**src/rtl/dmt_pkg.sv**
```systemverilog
package dmt_pkg;
  localparam int unsigned CTRL_BASE  = 32'h00;
  localparam int unsigned MATCH_BASE = 32'h18;
  localparam int unsigned COUNT_BASE = 32'h48;
  localparam int unsigned EVENT_ADDR = 32'h60;
  localparam int unsigned REG_STRIDE = 4;
  localparam int unsigned CTRL_W     = 2;
  localparam int unsigned CTRL_CE    = 0;
  localparam int unsigned CTRL_IE    = 1;
endpackage

```
**src/rtl/dmt_regdec.sv**
```systemverilog
module dmt_regdec
  import dmt_pkg::*;
#(
  parameter int unsigned NUM_CH = 2,
  parameter int unsigned ADDR_W = 8,
  parameter int unsigned DATA_W = 32
) (
  input  logic                             clk,
  input  logic                             rst_n,
  input  logic [ADDR_W-1:0]                addr,
  input  logic                             we,
  input  logic [NUM_CH-1:0][DATA_W-1:0]    ctrl_rd,
  input  logic [NUM_CH-1:0][DATA_W-1:0]    match_rd,
  input  logic [NUM_CH-1:0][DATA_W-1:0]    count_rd,
  input  logic [DATA_W-1:0]                event_rd,
  output logic [NUM_CH-1:0]                ctrl_we,
  output logic [NUM_CH-1:0]                match_we,
  output logic [NUM_CH-1:0]                count_we,
  output logic                             event_we,
  output logic [DATA_W-1:0]                rdata
);
  logic [NUM_CH-1:0] sel_ctrl, sel_match, sel_count;
  logic              sel_event;

  for (genvar i = 0; i < NUM_CH; i++) begin : g_dec
    localparam logic [ADDR_W-1:0] A_CTRL  = ADDR_W'(CTRL_BASE  + REG_STRIDE * i);
    localparam logic [ADDR_W-1:0] A_MATCH = ADDR_W'(MATCH_BASE + REG_STRIDE * i);
    localparam logic [ADDR_W-1:0] A_COUNT = ADDR_W'(COUNT_BASE + REG_STRIDE * i);
    assign sel_ctrl[i]  = (addr == A_CTRL);
    assign sel_match[i] = (addr == A_MATCH);
    assign sel_count[i] = (addr == A_COUNT);
  end

  assign sel_event = (addr == ADDR_W'(EVENT_ADDR));

  assign ctrl_we  = sel_ctrl  & {NUM_CH{we}};
  assign match_we = sel_match & {NUM_CH{we}};
  assign count_we = sel_count & {NUM_CH{we}};
  assign event_we = sel_event & we;

  always_comb begin
    rdata = '0;
    for (int i = 0; i < NUM_CH; i++) begin
      if (sel_ctrl[i])  rdata = ctrl_rd[i];
      if (sel_match[i]) rdata = match_rd[i];
      if (sel_count[i]) rdata = count_rd[i];
    end
    if (sel_event) rdata = event_rd;
  end


  wr_strobe_onehot_chk: assert property (@(posedge clk) disable iff (!rst_n)
    $onehot0({ctrl_we, match_we, count_we, event_we}));
endmodule

```
**src/rtl/dmt_channel.sv**
```systemverilog
module dmt_channel
  import dmt_pkg::*;
#(
  parameter int unsigned CNT_W = 32
) (
  input  logic              clk,
  input  logic              rst_n,
  input  logic              ctrl_we,
  input  logic              match_we,
  input  logic              count_we,
  input  logic [CTRL_W-1:0] ctrl_val,
  input  logic [CNT_W-1:0]  wr_val,
  output logic [CTRL_W-1:0] ctrl_q,
  output logic [CNT_W-1:0]  match_q,
  output logic [CNT_W-1:0]  count_q,
  output logic              hit
);
  logic run;
  assign run = ctrl_q[CTRL_CE];

  always_ff @(posedge clk or negedge rst_n) begin
    if (!rst_n) begin
      ctrl_q <= '0;
    end else if (ctrl_we) begin
      ctrl_q <= ctrl_val;
    end
  end

  always_ff @(posedge clk or negedge rst_n) begin
    if (!rst_n) begin
      match_q <= '0;
    end else if (match_we) begin
      match_q <= wr_val;
    end
  end

  // software load wins over the running increment
  always_ff @(posedge clk or negedge rst_n) begin
    if (!rst_n) begin
      count_q <= '0;
    end else if (count_we) begin
      count_q <= wr_val;
    end else if (run) begin
      count_q <= count_q + CNT_W'(1);
    end
  end

  assign hit = run && (count_q == match_q);


  count_hold_chk: assert property (@(posedge clk) disable iff (!rst_n)
    (!run && !count_we) |=> $stable(count_q));


  count_step_chk: assert property (@(posedge clk) disable iff (!rst_n)
    (run && !count_we) |=> (count_q == $past(count_q) + CNT_W'(1)));


  count_load_chk: assert property (@(posedge clk) disable iff (!rst_n)
    count_we |=> (count_q == $past(wr_val)));
endmodule

```
**src/rtl/dmt_event.sv**
```systemverilog
module dmt_event #(
  parameter int unsigned NUM_CH = 2
) (
  input  logic              clk,
  input  logic              rst_n,
  input  logic [NUM_CH-1:0] hit,
  input  logic [NUM_CH-1:0] irq_en,
  input  logic              event_we,
  input  logic [NUM_CH-1:0] clr_mask,
  output logic [NUM_CH-1:0] event_q,
  output logic [NUM_CH-1:0] irq
);
  for (genvar i = 0; i < NUM_CH; i++) begin : g_bit
    always_ff @(posedge clk or negedge rst_n) begin
      if (!rst_n) begin
        event_q[i] <= 1'b0;
      end else if (hit[i]) begin
        event_q[i] <= 1'b1;
      end else if (event_we && clr_mask[i]) begin
        event_q[i] <= 1'b0;
      end
    end


    set_wins_chk: assert property (@(posedge clk) disable iff (!rst_n)
      hit[i] |=> event_q[i]);


    w1c_clear_chk: assert property (@(posedge clk) disable iff (!rst_n)
      (event_we && clr_mask[i] && !hit[i]) |=> !event_q[i]);


    w0_keep_chk: assert property (@(posedge clk) disable iff (!rst_n)
      (event_q[i] && !(event_we && clr_mask[i])) |=> event_q[i]);


    rise_needs_hit_chk: assert property (@(posedge clk) disable iff (!rst_n)
      $rose(event_q[i]) |-> $past(hit[i]));
  end

  assign irq = event_q & irq_en;
endmodule

```
**src/rtl/dual_match_timer.sv**
```systemverilog
module dual_match_timer
  import dmt_pkg::*;
#(
  parameter int unsigned NUM_CH = 2,
  parameter int unsigned ADDR_W = 8,
  parameter int unsigned CNT_W  = 32
) (
  input  logic              clk,
  input  logic              rst_n,
  input  logic [ADDR_W-1:0] reg_addr,
  input  logic              reg_we,
  input  logic [CNT_W-1:0]  reg_wdata,
  output logic [CNT_W-1:0]  reg_rdata,
  output logic [NUM_CH-1:0] irq
);
  localparam int unsigned CTRL_PAD = CNT_W - CTRL_W;
  localparam int unsigned EVT_PAD  = CNT_W - NUM_CH;

  logic [NUM_CH-1:0]             ctrl_we, match_we, count_we, hit, irq_en;
  logic                          event_we;
  logic [NUM_CH-1:0][CTRL_W-1:0] ctrl_q;
  logic [NUM_CH-1:0][CNT_W-1:0]  ctrl_rd, match_q, count_q;
  logic [NUM_CH-1:0]             event_q;

  for (genvar i = 0; i < NUM_CH; i++) begin : g_ch
    dmt_channel #(.CNT_W(CNT_W)) u_ch (
      .clk      (clk),
      .rst_n    (rst_n),
      .ctrl_we  (ctrl_we[i]),
      .match_we (match_we[i]),
      .count_we (count_we[i]),
      .ctrl_val (reg_wdata[CTRL_W-1:0]),
      .wr_val   (reg_wdata),
      .ctrl_q   (ctrl_q[i]),
      .match_q  (match_q[i]),
      .count_q  (count_q[i]),
      .hit      (hit[i])
    );
    assign ctrl_rd[i] = {{CTRL_PAD{1'b0}}, ctrl_q[i]};
    assign irq_en[i]  = ctrl_q[i][CTRL_IE];
  end

  dmt_regdec #(.NUM_CH(NUM_CH), .ADDR_W(ADDR_W), .DATA_W(CNT_W)) u_dec (
    .clk      (clk),
    .rst_n    (rst_n),
    .addr     (reg_addr),
    .we       (reg_we),
    .ctrl_rd  (ctrl_rd),
    .match_rd (match_q),
    .count_rd (count_q),
    .event_rd ({{EVT_PAD{1'b0}}, event_q}),
    .ctrl_we  (ctrl_we),
    .match_we (match_we),
    .count_we (count_we),
    .event_we (event_we),
    .rdata    (reg_rdata)
  );

  dmt_event #(.NUM_CH(NUM_CH)) u_evt (
    .clk      (clk),
    .rst_n    (rst_n),
    .hit      (hit),
    .irq_en   (irq_en),
    .event_we (event_we),
    .clr_mask (reg_wdata[NUM_CH-1:0]),
    .event_q  (event_q),
    .irq      (irq)
  );


  irq_gate_chk: assert property (@(posedge clk) disable iff (!rst_n)
    (irq != '0) |-> (event_q != '0));
endmodule

```
**config.mk**
```make
export PLATFORM = sky130hd
export DESIGN_NAME = dual_match_timer
export DESIGN_NICKNAME = d
export VERILOG_FILES = /design/src/rtl/dmt_pkg.sv /design/src/rtl/dmt_regdec.sv /design/src/rtl/dmt_channel.sv /design/src/rtl/dmt_event.sv /design/src/rtl/dual_match_timer.sv
export SDC_FILE = /design/constraint.sdc
export NUM_CORES = 1
export LEC_CHECK = 0
export BUFFER_PORTS_ARGS = -buffer_cell sky130_fd_sc_hd__buf_2
export CAP_MARGIN = 10
export CORE_MARGIN = 5
export CORE_UTILIZATION = 30
export DETAILED_ROUTE_END_ITERATION = 10
export GPL_TIMING_DRIVEN = 1
export REMOVE_ABC_BUFFERS = 1
export SYNTH_ARGS = -nofsm -noshare
export SYNTH_HDL_FRONTEND = slang
export SYNTH_SLANG_ARGS = --single-unit
```
**constraint.sdc**
```tcl
create_clock -name clk -period 3.6 [get_ports clk]
set_clock_uncertainty 0.1 [all_clocks]
set_input_delay 0.54 -clock clk [delete_from_list [all_inputs] [get_ports clk]]
set_output_delay 0.54 -clock clk [all_outputs]
set_load 0.02 [all_outputs]
```
After elaboration in Yosys (flattened, before gate mapping):

Cells that the tools add are included.

* add/subtract/negate cells: 2
* equality and inequality tests: 8
* mux-type cells: 15
* bitwise operators: 5
* reductions and logical operators: 9

Operator list (count)
* $mux W32: 10
* $add A32 B1 Y32 const B: 2
* $eq A32 B32 Y1: 2
* $eq A8 B7 Y1 const B: 3
* $eq A8 B5 Y1 const B: 2
* $and A2 B2 Y2: 4
* $eq A8 B3 Y1 const B: 1
* $logic_not A8 Y1: 1
* $reduce_bool A2 Y1: 4
* $logic_and A1 B1 Y1: 4
* $mux W1: 4
* $mux W2: 1
* $and A1 B1 Y1: 1

* flip-flop bits (word level): 134
* bits of input ports: 43

Logic depth before layout (Yosys ltp):

Gate-level depths: netlist (run 1).

* depth in word-level cells: 8
* depth in mapped cells: 8

Cells and area by module:

From an unflattened synthesis (run 1), not the netlist that was laid out.

* cells, all modules: 1066
* area total of the unflattened synthesis: 9455.3 µm²

Modules (own cells, without submodules)
* dmt_channel: instances 2, cells each 335, area each 3499.6 µm², seq. area each 1651.6 µm²
* dmt_regdec: instances 1, cells each 387, area each 2367.3 µm², seq. area each 0.0 µm²
* dmt_event: instances 1, cells each 8, area each 85.1 µm², seq. area each 50.0 µm²
* dual_match_timer: instances 1, cells each 1, area each 3.8 µm², seq. area each 0.0 µm²

Worst setup path before layout (run 1):

OpenSTA, ideal clock, no wires.

* path type: input to output
* start point: in reg_addr[7]
* end point: out reg_rdata[19]
* arrival: 2142 ps
* setup slack: 818 ps
* cell stages on the path: 7
* path buffers: 3
* cells stage by stage: or4_1 > buf_2 > nor4_1 > buf_2 > buf_4 > a22oi_1 > o21ai_0

* longest elaborated chain between the ends: 7
* elaborated cells between the ends (all ways): 12
* those cells by class: 6 x eq/ne; 6 x mux

Ends and longest elaborated chain
* start, declared: RTL line dual_match_timer.sv:10 `input logic [ADDR_W-1:0] reg_addr,`
* $eq A8 B5 Y1: RTL line dmt_regdec.sv:30 `assign sel_match[i] = (addr == A_MATCH);`
* $mux W32: RTL line dmt_regdec.sv:45 `if (sel_match[i]) rdata = match_rd[i];`
* $mux W32: RTL line dmt_regdec.sv:46 `if (sel_count[i]) rdata = count_rd[i];`
* $mux W32: RTL line dmt_regdec.sv:44 `if (sel_ctrl[i]) rdata = ctrl_rd[i];`
* $mux W32: RTL line dmt_regdec.sv:45
* $mux W32: RTL line dmt_regdec.sv:46
* $mux W32 (*): RTL line dmt_regdec.sv:48 `if (sel_event) rdata = event_rd;`
* end, declared: RTL line dual_match_timer.sv:13 `output logic [CNT_W-1:0] reg_rdata,`

Mark *: on every way between the ends. The rest lies on a longest branch, timed or not.

Worst setup path after layout (run 1):

* start point: in reg_addr[6]
* end point: out reg_rdata[5]

Same word-level chain as after synthesis.

==> impl_metrics.py, run 1 <==
metrics = {
    "worst_setup_path": {
        "cp_top_family": "buffers and inverters",
        "worst-path-stages": 6,
        "crit_chain": "buf_2 > and3b_1 > nand2_1 > buf_4 > o21ai_0 > buf_2",
        "worstSetupPathType": "in -> out",
        "crit_path_end_kind": "output port",
        "crit_fanout": 17,
        "cp_num_buf_inv": 3,
        "cpPeakStageDelay_ns": 0.45,
        "required_ns": 2.96,
        "cpMostUsedCell": "buf_2",
        "reg2regPathDepth": 5,
        "arrival_ns": 2.59,
        "crit_slowest_cell": "nand2_1",
        "cp-start-kind": "primary input",
    },
    "clocking": {
        "clockBufferDepth": 2,
        "cts_resized": 0,
        "postCtsHoldBufs": 0,
        "cts-root-buf": "clkbuf_16",
        "numCtsBuffers": 17,
        "postCtsSetupBuffers": 0,
        "h-tree-depth": 4,
        "clkLatencyLatePin_ns": 0.42,
        "clkTransAtPathRegs_ns": 0.06,
        "cts_sinks": 134,
        "cts_tree": "built",
    },
    "grt": {
        "antenna_found_initial": 1,
        "first_global_vias": 6625,
        "grt_util_all_layers": 0.171,
        "grt_pass1_wl_microns": 41200,
        "grt-ovfl-total": 0,
        "grt_max_degree": 77,
    },
    "placed_design": {
        "hpwl_microns": 18900,
        "portBuffers": 76,
        "place.gp.congestion": 0.849,
        "place_area_sq_um": 9110,
    },
    "logic_synthesis": {
        "postSynth.asyncResetShare": 1.00,
        "syn_inst": 824,
        "synth-edff-count": 0,
        "synth.distinct_cells": 60,
        "synth_seq_cells": 134,
        "synth-xor-area-share": 0.0905,
        "ys_warn_count": 0,
        "synth_top_family_by_area": "simple AND/OR/NAND/NOR gates",
        "synth_compound_area_frac": 0.133,
        "synthMuxAreaShare": 0.157,
        "synthAdderAreaFrac": 0.00297,
        "post_synth.cell_area_avg_sq_um": 10.2,
        "synthesis.area_sq_um": 8420,
        "synth-simple-area-share": 0.167,
        "synth_flop_cell": "dfrtp_1",
        "seq_area_frac_synth": 0.398,
    },
    "status": {
        "status": "complete, no violations",
    },
    "sta": {
        "rsz0062_at_grt": "no",
        "clock.fmax_ghz": 0.310,
        "tightestPinTransition_ns": 0.802,
        "slew_violations": 0,
        "min_period_over_period": 0.897,
        "hold_viol": 0,
        "tns_ns": 0,
        "min_period_ns": 3.23,
        "maxSlewHeadroom": 0.466,
        "setup_viol": 0,
        "hold-worst-slack_ns": 0.0503,
    },
    "routing": {
        "drc": 0,
        "firstDrtPassIters": 5,
        "drt_iter0_drc": 774,
        "avgViaCountPerCell": 5.46,
        "via_count": 6912,
        "wl_microns": 26400,
        "wl_per_cell_microns": 20.9,
        "ant_nets": 0,
    },
    "die": {
        "io_pins": 77,
        "start_util": 0.303,
        "die_y_microns": 178,
        "rows": 61,
        "die_area_sq_um": 31500,
        "design.core.area_sq_um": 27800,
        "dieWidth_microns": 178,
    },
    "power": {
        "p_leak_nw": 4.04,
        "powerDensity_nw_per_um2": 544,
        "ir_worst_vdd_mv": 0.295,
    },
    "finish": {
        "mostFrequentLayoutCell": "dfrtp_1",
        "nFillCells": 2825,
        "num-nets-final": 920,
        "diodes": 0,
        "final_cell_mix": "dfrtp_1 (134), buf_2 (75), o21ai_0 (67)",
        "post-route-util": 0.349,
        "area.growth.synth_to_final_pct": 15.1,
        "layout-drive-gt1-share": 0.233,
        "stdcell_area_sq_um": 9690,
    },
    "min_path": {
        "min_path_type": "in -> async",
    },
    "run": {
        "cap_violations": 0,
    },
}
## routing by layer
layer  global-route usage  vias up  part of all wire  wire (microns)
met5                    0        -           0.00049              13
met2                0.253      264              0.44           11700
li1                     -     3165                 -               -
met3               0.0426       30             0.069            1820
met4               0.0500        2             0.020             538
met1                0.247     3451              0.47           12300
## path summary, 6_finish.rpt
check / start / endpoint / slack [ns]
max: reg_addr[6] / reg_rdata[5] / 0.37
min: rst_n / g_ch[0].u_ch.ctrl_q[0]$_DFFE_PN0P_ / 0.05
max reg2reg: g_ch[0].u_ch.count_q[0]$_DFFE_PN0P_ / g_ch[0].u_ch.count_q[24]$_DFFE_PN0P_ / 1.14
min reg2reg: g_ch[1].u_ch.ctrl_q[1]$_DFFE_PN0P_ / g_ch[1].u_ch.ctrl_q[1]$_DFFE_PN0P_ / 0.44
max in group asynchronous: rst_n / g_ch[1].u_ch.count_q[15]$_DFFE_PN0P_ / 2.53
min in group clk: reg_wdata[8] / g_ch[1].u_ch.count_q[8]$_DFFE_PN0P_ / 0.28
## worst register-to-register path: stages (launching register included)
cell	delay [ns]
dfrtp_1	0.54
ha_1	0.27
nand3_1	0.25
or3_4	0.54
or4_1	0.50
a31oi_1	0.17
## metrics by stage
stage	instances	power (mW)	setup slack, ns
2_1_floorplan	759	2.98	-1.01
3_3_place_gp	1234	3.48	0.328
3_5_place_dp	1234	3.52	0.336
4_1_cts	1265	5.29	0.342
5_1_grt	1265	5.57	0.170
6_report	1265	5.27	0.369
## final cells by class
type	count	area [sq um]	share of cell area
multi-input combinational	611	4650	0.480
inverter	14	52.6	0.00542
clock inverter	9	128	0.0132
timing repair buffer	97	582	0.0600
sequential	134	3350	0.346
clock buffer	22	454	0.0469
tap	378	473	0.0488
## power by group
part	internal, mW	switching (mW)	leakage [nW]
Sequential	1.76	0.463	1.59
Combinational	0.546	0.751	2.17
Clock	1.10	0.649	0.288
Total	3.41	1.86	4.04
## sequential cells by signal, indices dropped and copies added (netlist names)
register / cells
u_evt.event_q: 2
g_ch.u_ch.match_q: 64
g_ch.u_ch.ctrl_q: 4
g_ch.u_ch.count_q: 64
## cell families (layout without fill, tap and decap cells)
logic type,after synthesis,count (layout)
compound gates,175,175
xor+xnor,87,87
fa+ha+maj,2,2
buf+inv,79,142
flops,134,134
mux,101,101
simple gates,246,246
## cell usage after synthesis, types with 4 or more instances
cell / count / area share
dfrtp_1: 134 / 0.40
o21ai_0: 67 / 0.040
mux2_4: 60 / 0.11
nand2_1: 57 / 0.025
xor2_1: 46 / 0.048
xnor2_1: 41 / 0.043
nor2_1: 35 / 0.016
mux2i_1: 32 / 0.038
clkbuf_1: 31 / 0.014
a22oi_1: 30 / 0.027
a31oi_1: 30 / 0.022
or4_1: 27 / 0.024
nand3_1: 26 / 0.015
nand4_1: 25 / 0.019
o31ai_1: 22 / 0.020
buf_2: 21 / 0.012
inv_1: 14 / 0.0062
nor4_1: 13 / 0.0097
or3_1: 11 / 0.0082
and3_1: 10 / 0.0074
mux2_2: 9 / 0.012
and4_1: 8 / 0.0083
nor3_1: 7 / 0.0042
buf_6: 6 / 0.0080
and2_1: 5 / 0.0037
o211ai_1: 4 / 0.0036
o22ai_1: 4 / 0.0030
Note: power is estimated with default switching activity, not from simulation.
==> run 2: changes to the inputs <==
- CORE_UTILIZATION: 30 -> 40
==> run 2 against run 1 <==
Count of clock-buffer cells in the layout grew 5. Via count shrank 2.1%. Global-route usage grew 4.3 points. Clock power shrank 9.7%. Critical endpoint is now reg_rdata[9]. Largest power group unchanged. Highest routed layer is now met4.
==> impl_metrics.py, run 2 (synthesis gave the netlist of run 1 again) <==
metrics = {
    "power": {
        "p_int_mw": 3.27,
        "total_power_mw": 5.11,
        "clkPwrFrac": 0.310,
        "ir_worst_vdd_mv": 0.354,
        "switchingPower_mw": 1.84,
        "powerDensity_nw_per_um2": 536,
        "p_seq_frac": 0.435,
        "combinationalPowerShare": 0.255,
        "p_leak_nw": 4.03,
        "netSwitchingFraction": 0.361,
    },
    "grt": {
        "antenna_found_initial": 0,
        "grt_pass1_wl_microns": 39800,
        "grt_max_degree": 70,
        "grt_util_all_layers": 0.214,
        "first_global_vias": 6656,
        "grt-ovfl-total": 0,
    },
    "placed_design": {
        "placed_cells": 1134,
        "hpwl_microns": 18200,
        "place.gp.congestion": 0.894,
        "place_area_sq_um": 9000,
        "portBuffers": 76,
    },
    "die": {
        "die_y_microns": 155,
        "io_pins": 77,
        "start_util": 0.403,
        "rows": 53,
        "die_area_sq_um": 24100,
        "design.core.area_sq_um": 20900,
        "dieWidth_microns": 155,
    },
    "finish": {
        "top_regs": "g_ch.u_ch.count_q (64), g_ch.u_ch.match_q (64), g_ch.u_ch.ctrl_q (4)",
        "final_cell_mix": "dfrtp_1 (134), buf_2 (75), o21ai_0 (67)",
        "stdcell_area_sq_um": 9530,
        "final_cells": 1164,
        "post-route-util": 0.456,
        "num-nets-final": 923,
        "layout-drive-gt1-share": 0.234,
        "diodes": 0,
        "mostFrequentLayoutCell": "dfrtp_1",
        "area.growth.synth_to_final_pct": 13.2,
    },
    "sta": {
        "maxSlewHeadroom": 0.478,
        "hold_viol": 0,
        "clock.fmax_ghz": 0.322,
        "min_period_ns": 3.10,
        "tightestPinTransition_ns": 0.776,
        "setup_viol": 0,
        "min_period_over_period": 0.862,
        "slew_violations": 0,
        "tns_ns": 0,
        "rsz0062_at_grt": "no",
    },
    "status": {
        "status": "complete, no violations",
    },
    "clocking": {
        "cts_resized": 0,
        "cts-root-buf": "clkbuf_16",
        "numCtsBuffers": 17,
        "clkLatencyLatePin_ns": 0.43,
        "postCtsSetupBuffers": 0,
        "clkTransAtPathRegs_ns": 0.06,
        "postCtsHoldBufs": 0,
        "cts_tree": "built",
        "clockBufferDepth": 2,
        "cts_sinks": 134,
        "h-tree-depth": 4,
    },
    "worst_setup_path": {
        "r2r_start": "g_ch[0].u_ch.count_q[14]$_DFFE_PN0P_",
        "cp_top_family": "simple AND/OR/NAND/NOR gates",
        "worstSetupStartpoint": "reg_addr[7]",
        "cpPeakStageDelay_ns": 0.71,
        "crit_slowest_cell": "or4_1",
        "worstSetupPathType": "in -> out",
        "arrival_ns": 2.46,
        "crit_fanout": 11,
        "crit_chain": "buf_2 > or4_1 > nor4_2 > buf_4 > buf_4 > a22oi_1 > o21ai_0 > buf_2",
        "cp-start-kind": "primary input",
        "required_ns": 2.96,
        "cp_num_buf_inv": 4,
        "crit_path_end_kind": "output port",
    },
    "routing": {
        "wl_per_cell_microns": 21.8,
        "avgViaCountPerCell": 5.82,
        "maxUsedRoutingLayer": "met4",
        "dr_wl_met3_microns": 1520,
        "met2WireLength_microns": 11300,
        "drt_iter0_drc": 403,
        "ant_nets": 0,
        "via_count": 6769,
        "drc": 0,
        "firstDrtPassIters": 5,
        "wl_microns": 25300,
        "met1_length_microns": 11900,
    },
    "min_path": {
        "min_path_type": "in -> async",
    },
    "run": {
        "cap_violations": 0,
    },
}
run 2: final cells by class:
cell class,count,area [sq um]
clock buffer,27,513
clock inverter,3,17.5
sequential,134,3350
inverter,14,52.6
multi-input combinational,611,4650
tap,275,344
fill,2007,11400
timing repair buffer,100,604
run 2: final timing paths:
| path | to | slack, ns | depth (start not counted) |
|---|---|---|---|
| worst max-delay path | reg_rdata[9] | 0.50 | 8 |
| worst min-delay path | g_ch[1].u_ch.match_q[21]$_DFFE_PN0P_ | 0.02 | 1 |
| worst max register to register | g_ch[0].u_ch.count_q[24]$_DFFE_PN0P_ | 1.14 | 4 |
| worst min register to register | g_ch[0].u_ch.ctrl_q[1]$_DFFE_PN0P_ | 0.43 | 1 |
| max in group asynchronous | u_evt.event_q[1]$_DFFE_PN0P_ | 2.58 | 2 |
| min in group clk | g_ch[1].u_ch.count_q[5]$_DFFE_PN0P_ | 0.27 | 3 |
run 2: per-layer routing:
layer,vias up,global-route usage
li1,3165,-
met1,3362,0.311
met2,204,0.319
met3,38,0.0456
met4,0,0.0681
met5,-,0
run 2: power groups by stage:
stage	Clock (mW)	Sequential, mW	Combinational (mW)
6_report	1.58	2.22	1.30
5_1_grt	1.67	2.27	1.44
4_1_cts	1.61	2.21	1.30
3_5_place_dp	0	2.24	1.29
3_3_place_gp	0	2.23	1.27
2_1_floorplan	0	2.10	0.874
run 2: stage by stage:
stage          hold slack (ns)  worst slack, ns
2_1_floorplan            0.144            -1.01
3_3_place_gp             0.405            0.545
5_1_grt                 0.0833            0.335
3_5_place_dp             0.424            0.510
6_report                0.0221            0.496
4_1_cts                 0.0538            0.495
